===== src/rtl/uframe_sched_pkg.sv =====
package uframe_sched_pkg;
  localparam int SMASK_W = 8;
  localparam int IVL_W   = 3;

  typedef enum logic [1:0] {
    ST_IDLE,
    ST_EVAL,
    ST_WAIT
  } sched_state_t;
endpackage


===== src/rtl/uframe_qh_table.sv =====
module uframe_qh_table
  import uframe_sched_pkg::*;
#(
  parameter int N_ENTRIES = 8,
  parameter int PKT_W     = 11,
  localparam int AW       = $clog2(N_ENTRIES)
) (
  input  logic               clk,
  input  logic               rst,
  input  logic               we,
  input  logic [AW-1:0]      waddr,
  input  logic               wen,
  input  logic [SMASK_W-1:0] wsmask,
  input  logic [IVL_W-1:0]   wivl,
  input  logic [PKT_W-1:0]   wpkt,
  input  logic [AW-1:0]      raddr,
  output logic               ren,
  output logic [SMASK_W-1:0] rsmask,
  output logic [IVL_W-1:0]   rivl,
  output logic [PKT_W-1:0]   rpkt
);
  logic [SMASK_W+IVL_W+PKT_W-1:0] fld_mem [N_ENTRIES];
  logic [N_ENTRIES-1:0]           en_q;

  // Field storage without reset, so it maps onto distributed RAM.
  always_ff @(posedge clk) begin
    if (we) fld_mem[waddr] <= {wsmask, wivl, wpkt};
  end

  // Enables are kept in flops so the table comes up empty.
  always_ff @(posedge clk) begin
    if (rst)     en_q <= '0;
    else if (we) en_q[waddr] <= wen;
  end

  assign ren = en_q[raddr];
  assign {rsmask, rivl, rpkt} = fld_mem[raddr];
endmodule


===== src/rtl/uframe_eligibility.sv =====
module uframe_eligibility
  import uframe_sched_pkg::*;
#(
  parameter int FRAME_W = 11
) (
  input  logic               en,
  input  logic [SMASK_W-1:0] smask,
  input  logic [IVL_W-1:0]   ivl,
  input  logic [FRAME_W+2:0] frindex,
  output logic               elig
);
  logic [FRAME_W-1:0] frame_num;
  logic [FRAME_W-1:0] ivl_mask;
  logic               slot_hit;
  logic               period_hit;

  always_comb begin
    frame_num  = frindex[FRAME_W+2:3];
    ivl_mask   = FRAME_W'((1 << ivl) - 1);
    slot_hit   = smask[frindex[2:0]];
    period_hit = (frame_num & ivl_mask) == '0;
    elig       = en && slot_hit && period_hit;
  end
endmodule


===== src/rtl/uframe_budget.sv =====
module uframe_budget #(
  parameter int PKT_W        = 11,
  parameter int UFRAME_BYTES = 7500,
  parameter int EOF1_GUARD   = 400,
  parameter int TXN_OVERHEAD = 48,
  localparam int BUD_W       = $clog2(UFRAME_BYTES + 1),
  localparam int CW          = ((PKT_W > BUD_W) ? PKT_W : BUD_W) + 1,
  localparam int LOAD_VAL    = UFRAME_BYTES - EOF1_GUARD
) (
  input  logic             clk,
  input  logic             rst,
  input  logic             load,
  input  logic             grant,
  input  logic [PKT_W-1:0] pkt,
  output logic             fits
);
  logic [BUD_W-1:0] remain_q;
  logic [CW-1:0]    cost;

  always_comb begin
    cost = CW'(pkt) + CW'(TXN_OVERHEAD);
    fits = cost <= CW'(remain_q);
  end

  always_ff @(posedge clk) begin
    if (rst)        remain_q <= '0;
    else if (load)  remain_q <= BUD_W'(LOAD_VAL);
    else if (grant) remain_q <= remain_q - cost[BUD_W-1:0];
  end


  grant_fit_chk: assert property (@(posedge clk) disable iff (rst)
    grant |-> fits);


  budget_cap_chk: assert property (@(posedge clk) disable iff (rst)
    remain_q <= BUD_W'(LOAD_VAL));
endmodule


===== src/rtl/periodic_uframe_sched.sv =====
module periodic_uframe_sched
  import uframe_sched_pkg::*;
#(
  parameter int N_ENTRIES    = 8,
  parameter int PKT_W        = 11,
  parameter int FRAME_W      = 11,
  parameter int UFRAME_BYTES = 7500,
  parameter int EOF1_GUARD   = 400,
  parameter int TXN_OVERHEAD = 48
) (
  input  logic                             clk,
  input  logic                             rst,
  input  logic                             uframe_start,
  input  logic                             txn_done,
  input  logic                             cfg_we,
  input  logic [$clog2(N_ENTRIES)-1:0]     cfg_idx,
  input  logic                             cfg_en,
  input  logic [7:0]                       cfg_smask,
  input  logic [2:0]                       cfg_ivl,
  input  logic [PKT_W-1:0]                 cfg_pkt,
  output logic                             txn_start,
  output logic [$clog2(N_ENTRIES)-1:0]     txn_idx,
  output logic [PKT_W-1:0]                 txn_bytes,
  output logic [FRAME_W+2:0]               frindex,
  output logic [$clog2(N_ENTRIES+1)-1:0]   drop_count,
  output logic                             overflow
);
  localparam int AW = $clog2(N_ENTRIES);
  localparam int IW = AW + 1;
  localparam int DW = $clog2(N_ENTRIES + 1);

  sched_state_t       state_q;
  logic [IW-1:0]      idx_q;
  logic               refused_q;
  logic               ent_en;
  logic [SMASK_W-1:0] ent_smask;
  logic [IVL_W-1:0]   ent_ivl;
  logic [PKT_W-1:0]   ent_pkt;
  logic               elig, fits, eval_cyc, last_ent, grant, refuse;

  uframe_qh_table #(.N_ENTRIES(N_ENTRIES), .PKT_W(PKT_W)) u_table (
    .clk(clk), .rst(rst), .we(cfg_we), .waddr(cfg_idx), .wen(cfg_en),
    .wsmask(cfg_smask), .wivl(cfg_ivl), .wpkt(cfg_pkt), .raddr(idx_q[AW-1:0]),
    .ren(ent_en), .rsmask(ent_smask), .rivl(ent_ivl), .rpkt(ent_pkt));

  uframe_eligibility #(.FRAME_W(FRAME_W)) u_elig (
    .en(ent_en), .smask(ent_smask), .ivl(ent_ivl), .frindex(frindex), .elig(elig));

  uframe_budget #(.PKT_W(PKT_W), .UFRAME_BYTES(UFRAME_BYTES), .EOF1_GUARD(EOF1_GUARD),
    .TXN_OVERHEAD(TXN_OVERHEAD)) u_budget (
    .clk(clk), .rst(rst), .load(uframe_start), .grant(grant), .pkt(ent_pkt), .fits(fits));

  always_comb begin
    eval_cyc = (state_q == ST_EVAL) && !uframe_start;
    last_ent = idx_q == IW'(N_ENTRIES - 1);
    grant    = eval_cyc && elig && !refused_q && fits;
    refuse   = eval_cyc && elig && !grant;
  end

  always_ff @(posedge clk) begin
    if (rst) begin
      state_q    <= ST_IDLE;
      frindex    <= '1;
      idx_q      <= '0;
      refused_q  <= 1'b0;
      drop_count <= '0;
      overflow   <= 1'b0;
      txn_start  <= 1'b0;
      txn_idx    <= '0;
      txn_bytes  <= '0;
    end else begin
      txn_start <= 1'b0;
      if (uframe_start) begin
        frindex    <= frindex + 1'b1;
        idx_q      <= '0;
        refused_q  <= 1'b0;
        drop_count <= '0;
        state_q    <= (state_q == ST_WAIT) ? ST_WAIT : ST_EVAL;
      end else begin
        case (state_q)
          ST_EVAL: begin
            idx_q <= idx_q + 1'b1;
            if (grant) begin
              txn_start <= 1'b1;
              txn_idx   <= idx_q[AW-1:0];
              txn_bytes <= ent_pkt;
              state_q   <= ST_WAIT;
            end else if (last_ent) begin
              state_q <= ST_IDLE;
            end
            if (refuse) begin
              refused_q  <= 1'b1;
              overflow   <= 1'b1;
              drop_count <= drop_count + 1'b1;
            end
          end
          ST_WAIT: begin
            if (txn_done) state_q <= (idx_q == IW'(N_ENTRIES)) ? ST_IDLE : ST_EVAL;
          end
          default: state_q <= ST_IDLE;
        endcase
      end
    end
  end


  frindex_step_chk: assert property (@(posedge clk) disable iff (rst)
    uframe_start |=> frindex == $past(frindex) + 1'b1);


  single_txn_chk: assert property (@(posedge clk) disable iff (rst)
    txn_start |=> !txn_start);


  wait_hold_chk: assert property (@(posedge clk) disable iff (rst)
    (state_q == ST_WAIT && !txn_done) |=> !txn_start);


  drop_clear_chk: assert property (@(posedge clk) disable iff (rst)
    uframe_start |=> drop_count == '0);


  ovf_sticky_chk: assert property (@(posedge clk) disable iff (rst)
    overflow |=> overflow);


  refuse_latch_chk: assert property (@(posedge clk) disable iff (rst)
    (refused_q && !uframe_start) |=> !txn_start);
endmodule


===== config.mk =====
export PLATFORM = sky130hd
export DESIGN_NAME = periodic_uframe_sched
export DESIGN_NICKNAME = d
export VERILOG_FILES = /design/src/rtl/uframe_sched_pkg.sv /design/src/rtl/uframe_qh_table.sv /design/src/rtl/uframe_eligibility.sv /design/src/rtl/uframe_budget.sv /design/src/rtl/periodic_uframe_sched.sv
export SDC_FILE = /design/constraint.sdc
export NUM_CORES = 1
export LEC_CHECK = 0
export BUFFER_PORTS_ARGS = -buffer_cell sky130_fd_sc_hd__clkbuf_2
export CAP_MARGIN = 20
export CORE_ASPECT_RATIO = 0.9
export CORE_UTILIZATION = 50
export CTS_BUF_LIST = sky130_fd_sc_hd__clkbuf_2
export DETAILED_ROUTE_END_ITERATION = 8
export GPL_ROUTABILITY_DRIVEN = 0
export PLACE_DENSITY = 0.71
export SLEW_MARGIN = 10
export SYNTH_ARGS = -nofsm -noshare
export SYNTH_HDL_FRONTEND = slang
export SYNTH_HIERARCHICAL = 1
export SYNTH_SLANG_ARGS = --single-unit

===== constraint.sdc =====
create_clock -name clk -period 6 [get_ports clk]
set_input_delay 0.3 -clock clk [delete_from_list [all_inputs] [get_ports clk]]
set_output_delay 0.3 -clock clk [all_outputs]
set_load 0.01 [all_outputs]

==> reports/qor.yml, run 1 <==
grt_pass1_wl_mm: 33.07
tritoncts: "yes"
cp-end-kind: "flop"
drv_slew: 0
combPwrFrac: 0.102
die_w_um: 153.3
ctsHoldBuffers: 31
swShare: 0.2618
io_pins: 65
async_reset_ff_frac: 0
antenna_found_initial: 4
leakage_uw: 0.004326
arrival_ns: 5.65
cts_resized: 0
netlist_area_um2: 10300
syn_inst: 667
drt-initial-drc-count: 404
internal_power_uw: 2368
ctsLongestPathBuffers: 3
grt_max_degree: 43
critical_path.max_fanout: 37
cts_max_level: 2
seqPwrFrac: 0.584
die_h_um: 138.1
cts_buffers: 56
cts_root_buf: "clkbuf_2"
hp-class: "input pin to flop"
drive_above_1_share: 0.2597
cts_setup_buffers: 0
clk-insertion-delay-late_ns: 0.84
yosys_warnings: 6
crit_type: "flop to flop"
clock_skew_ns: 0.03430
ant_nets: 0
synth_cell_type_count: 64
grt_pass1_vias: 6136
wl_per_cell_um: 18.86
rsz0062_at_grt: "false"
clk_pin_slew_ns: 0.11
synthToLayoutAreaGrowth_pct: 14.52
drc: 0
start_util: 0.5120
dp_hpwl_mm: 13.13
setup_violations: 0
rows: 49
p_switching_uw: 840.1
tightest_slew_ns: 0.9295
setup_tns_ns: 0
num_vias: 6207
portBuffers: 64
peakVddDrop_v: 0.0001191
powerDensity_nw_per_um2: 272.1
dr.pass1.iters: 5
die_area_um2: 21170
min_period_ns: 4.974
period_share: 0.8290
mostFrequentLayoutCell: "edfxtp_1"
cap_violations: 0
hold_violations: 0
syn_area_per_cell_um2: 15.44
clkSinkCount: 238
power_frac_clock: 0.314
status: "completed"
synth_ff_type: "edfxtp_1"
seq_area_frac_synth: 0.6339
fin_util: 0.5864
grt_remaining_overflow: 0
fmax_mhz: 201.0
ys_ff_latch: 238
totalWireLength_mm: 20.92
crit_path_start_kind: "flop"
grt_usage: 0.2036
slew_headroom: 0.3803
synth_nets: 719
mostFrequentLayoutCells: "176 x edfxtp_1, 150 x clkbuf_2, 60 x dfxtp_1"
worst-endpoint-required_ns: 6.67
core_area_um2: 20110
final_nets: 855
routed_via_density: 5.597
synth_edf_count: 176
## metrics by stage
stage	setup slack, ns	hold WS [ns]	instance area, µm²	std cells	power [µW]
2_1_floorplan	1.592	0.3897	10300	667	2114
3_3_place_gp	1.227	0.4426	10840	965	2204
3_5_place_dp	1.088	0.4484	10950	969	2222
4_1_cts	1.054	0.01762	11780	1106	3248
5_1_grt	0.7147	0.09237	11790	1109	3366
6_report	1.026	0.1141	11790	1109	3208
## area by class of cell
| class | count | area (µm²) |
|---|---|---|
| multi-input cells | 375 | 3522 |
| clock inverters | 20 | 88.84 |
| clock buffers | 86 | 430.4 |
| repair buffers | 103 | 783.3 |
| flip-flops and latches | 238 | 6529 |
| diodes | 3 | 7.507 |
| fillers | 1553 | 8318 |
| inverters | 29 | 111.4 |
| well taps | 255 | 319.1 |
## registers in the layout, indices dropped and copies added, names as in the netlist
register	flops
idx_q	4
u_table/fld_mem	176
drop_count	4
txn_start	1
frindex	14
txn_idx	3
state_q	2
u_table/en_q	8
overflow	1
refused_q	1
u_budget/remain_q	13
txn_bytes	11
## power groups by stage
stage          Clock (µW)  Sequential [µW]  Combinational, µW
2_1_floorplan           0             1900                211
3_3_place_gp            0             1910                294
3_5_place_dp            0             1910                309
4_1_cts              1050             1880                326
5_1_grt              1120             1880                360
6_report             1010             1870                327
## logic make-up after synthesis
family,Yosys count,share of synthesized area
DFF,238,0.6339
and+or+nand+nor,162,0.08166
muxes,88,0.1605
AOI/OAI and AO/OA,75,0.04764
buffers and inverters,54,0.02467
xor gates and xnor gates,29,0.02540
adders and majority gates,21,0.02625
## worst max-delay path, stage by stage (launching register included)
cell       delay, ns
dfxtp_2         0.63
buf_12          0.33
mux4_1          0.59
mux2_2          0.32
xnor2_1         0.15
ha_1            0.39
nand4_1         0.12
nor2_1          0.12
o31a_1          0.18
o41ai_2         0.10
o211ai_1        0.21
nor2b_1         0.37
nand2_4         0.22
inv_4           0.31
inv_1           0.21
a2111oi_2       0.29
xnor2_1         0.16
a21oi_1         0.08
## path summary, 6_finish.rpt
check | from | end | slack, ns | cells after the start
setup / recovery | idx_q[0] | u_budget/remain_q[12] | 1.03 | 17
hold / removal | uframe_start | u_budget/remain_q[6] | 0.11 | 2
setup reg to reg | idx_q[0] | u_budget/remain_q[12] | 1.03 | 17
hold reg to reg | txn_idx[1] | txn_idx[1] | 0.46 | 2
## metal layers
metal	share of wire	track usage
met5	0.00062	0
met4	0.022	0.07974
met3	0.061	0.04765
met2	0.47	0.3160
met1	0.45	0.2798
## cell usage after synthesis (all sizes together), types with 14 or more instances
master	n	area (µm²)
o21ai	17	85.08
mux2i	14	140.1
a21oi	28	143.9
edfxtp	176	5285
inv	29	111.4
dfxtp	62	1241
ha	20	250.2
mux4	48	1220
nor2	39	146.4
mux2	26	292.8
xnor2	15	131.4
xor2	14	130.1
nand2	53	206.5
Note: power is estimated with default switching activity, not from simulation.
==> inputs of run 2 (changes only) <==
Settings changed: PLACE_DENSITY 0.71 to 0.73.
Clock period 6 ns to 4.2 ns, I/O delays scaled along.
==> reports/qor.yml, run 2 (same netlist as run 1, synthesis figures left out) <==
status: "completed"
die_area_um2: 21170
period_share: 0.9908
critical_path_cell_count: 19
die_h_um: 138.1
grt_pass1_vias: 6470
routed_via_density: 5.723
holdPathStages: 2
mostFrequentLayoutCells: "176 x edfxtp_1, 144 x clkbuf_2, 60 x dfxtp_1"
crit_type: "flop to flop"
ctsLongestPathBuffers: 3
clkSinkCount: 238
cp-end-kind: "flop"
grt_pass1_wl_mm: 33.93
dr_wl_met3_mm: 1.587
core_area_um2: 20110
slowest_delay_ns: 0.48
ant_nets: 0
dr.pass1.iters: 4
met2_length_mm: 11.10
reg_top3: "u_table/fld_mem (176), frindex (14), u_budget/remain_q (13)"
grt_usage: 0.2089
hold_violations: 0
totalWireLength_mm: 22.56
io_pins: 65
power_uw: 4640
antenna_found_initial: 1
clk-insertion-delay-late_ns: 0.84
post-place-ws_ns: 0.02613
cap_violations: 0
clk_pin_slew_ns: 0.12
crit_family: "compound AO/OA/AOI/OAI gates"
critPathBufInv: 5
wl_met1_mm: 9.382
portBuffers: 64
critPathMostFrequentCell: "buf_4"
slew_headroom: 0.3742
start_util: 0.5120
critical_path.max_fanout: 6
largest_reg_flops: 176
synthToLayoutAreaGrowth_pct: 18.35
final.setup.worst_slack_ns: 0.03848
grt_remaining_overflow: 0
drc: 0
final_nets: 894
drt-initial-drc-count: 415
arrival_ns: 4.96
cpMaxStageDelayCell: "mux4_2"
clock_skew_ns: 0.07067
tightest_slew_ns: 0.9387
leakage_uw: 0.004506
drive_above_1_share: 0.3067
fin_util: 0.6060
crit_path_start_kind: "flop"
min_period_ns: 4.162
setup_violations: 0
largest-register: "u_table/fld_mem"
tritoncts: "yes"
dr.max_layer_used: "met4"
grt_max_degree: 43
peakVddDrop_v: 0.0001625
cts_max_level: 2
wl_per_cell_um: 19.91
die_w_um: 153.3
rsz0062_at_grt: "true"
drv_slew: 0
rr_worst_depth: 19
dp_hpwl_mm: 13.33
cts_root_buf: "clkbuf_2"
rows: 49
fmax_mhz: 240.3
num_vias: 6484
hp-class: "input pin to flop"
worst-endpoint-required_ns: 5.00
powerDensity_nw_per_um2: 380.8
cts_buffers: 56
mostFrequentLayoutCell: "edfxtp_1"
cp_cell_sequence: "buf_6 -> buf_4 -> mux4_2 -> mux2_4 -> o21ai_0 -> xor2_1 -> ha_1 -> nand4_1 -> nor2_1 -> o31a_1 -> o41ai_4 -> o211ai_1 -> nor2b_4 -> nand2_4 -> inv_8 -> clkinvlp_4 -> buf_4 -> nor4_1 -> a211o_1"
[run 2: cell types whose count changed in the layout (fill, tap and decap cells not counted), moves of 5 or more]
cell	previous run	this run
mux4_2	11	16
mux2_4	0	6
mux2_2	26	20
clkbuf_2	150	144
buf_4	3	34
mux4_1	37	32
clkinv_1	15	9
[run 2: layout make-up]
cell class                      count  area [µm²]
Clock buffer                       80       400.4
Antenna cell                        1       2.502
Fill cell                        1500        7924
Inverter                           29       120.1
Multi-Input combinational cell    375        3620
Timing Repair Buffer              142        1101
Sequential cell                   238        6534
Clock inverter                     13       88.84
Tap cell                          255       319.1
[run 2: repair_timing]
| item | 4_1_cts | 5_1_grt |
|---|---|---|
| gates cloned | 0 | 2 |
| hold buffers | 33 | 0 |
| gates resized for setup | 1 | 38 |
| setup endpoints to repair | 2 | 9 |
| hold endpoints to repair | 199 | 0 |
| pin swaps | 0 | 15 |
| buffers inserted | 0 | 18 |
[run 2: final timing paths]
path,startpoint,to,slack (ns)
worst min-delay path,rst,u_table/en_q[5],0.13
worst max register to register,idx_q[0],u_budget/remain_q[10],0.04
worst min register to register,txn_bytes[10],txn_bytes[10],0.46
worst max-delay path,idx_q[0],u_budget/remain_q[10],0.04
[run 2: power by group]
| part | internal [µW] | switching, µW |
|---|---|---|
| clock | 577 | 868 |
| sequential | 2610 | 67.9 |
| combinational | 246 | 271 |
[run 2: worst register-to-register path: stages (launching register included)]
cell and delay [ns]:
dfxtp_4 0.40, buf_6 0.10, buf_4 0.10, mux4_2 0.48, mux2_4 0.31, o21ai_0 0.25
xor2_1 0.11, ha_1 0.38, nand4_1 0.11, nor2_1 0.10, o31a_1 0.23, o41ai_4 0.12
o211ai_1 0.25, nor2b_4 0.22, nand2_4 0.08, inv_8 0.07, clkinvlp_4 0.15, buf_4 0.18
nor4_1 0.31, a211o_1 0.17
[run 2: per-stage QoR]
step	area [µm²]	cells	hold WS, ns	TNS, ns
after floorplan	10310	667	0.2997	0
after global placement	11080	987	0.4453	0
after detailed placement	11080	987	0.4505	0
after CTS	11900	1113	0.04306	0
after global routing	12190	1133	0.1010	-1.103
final	12190	1133	0.1309	0
[run 2: metal layers]
metal | vias up | global-route usage
met2 | 279 | 0.3456
li1 | 2975 | -
met5 | - | 0
met1 | 3177 | 0.2713
met4 | 0 | 0.07974
met3 | 53 | 0.04514
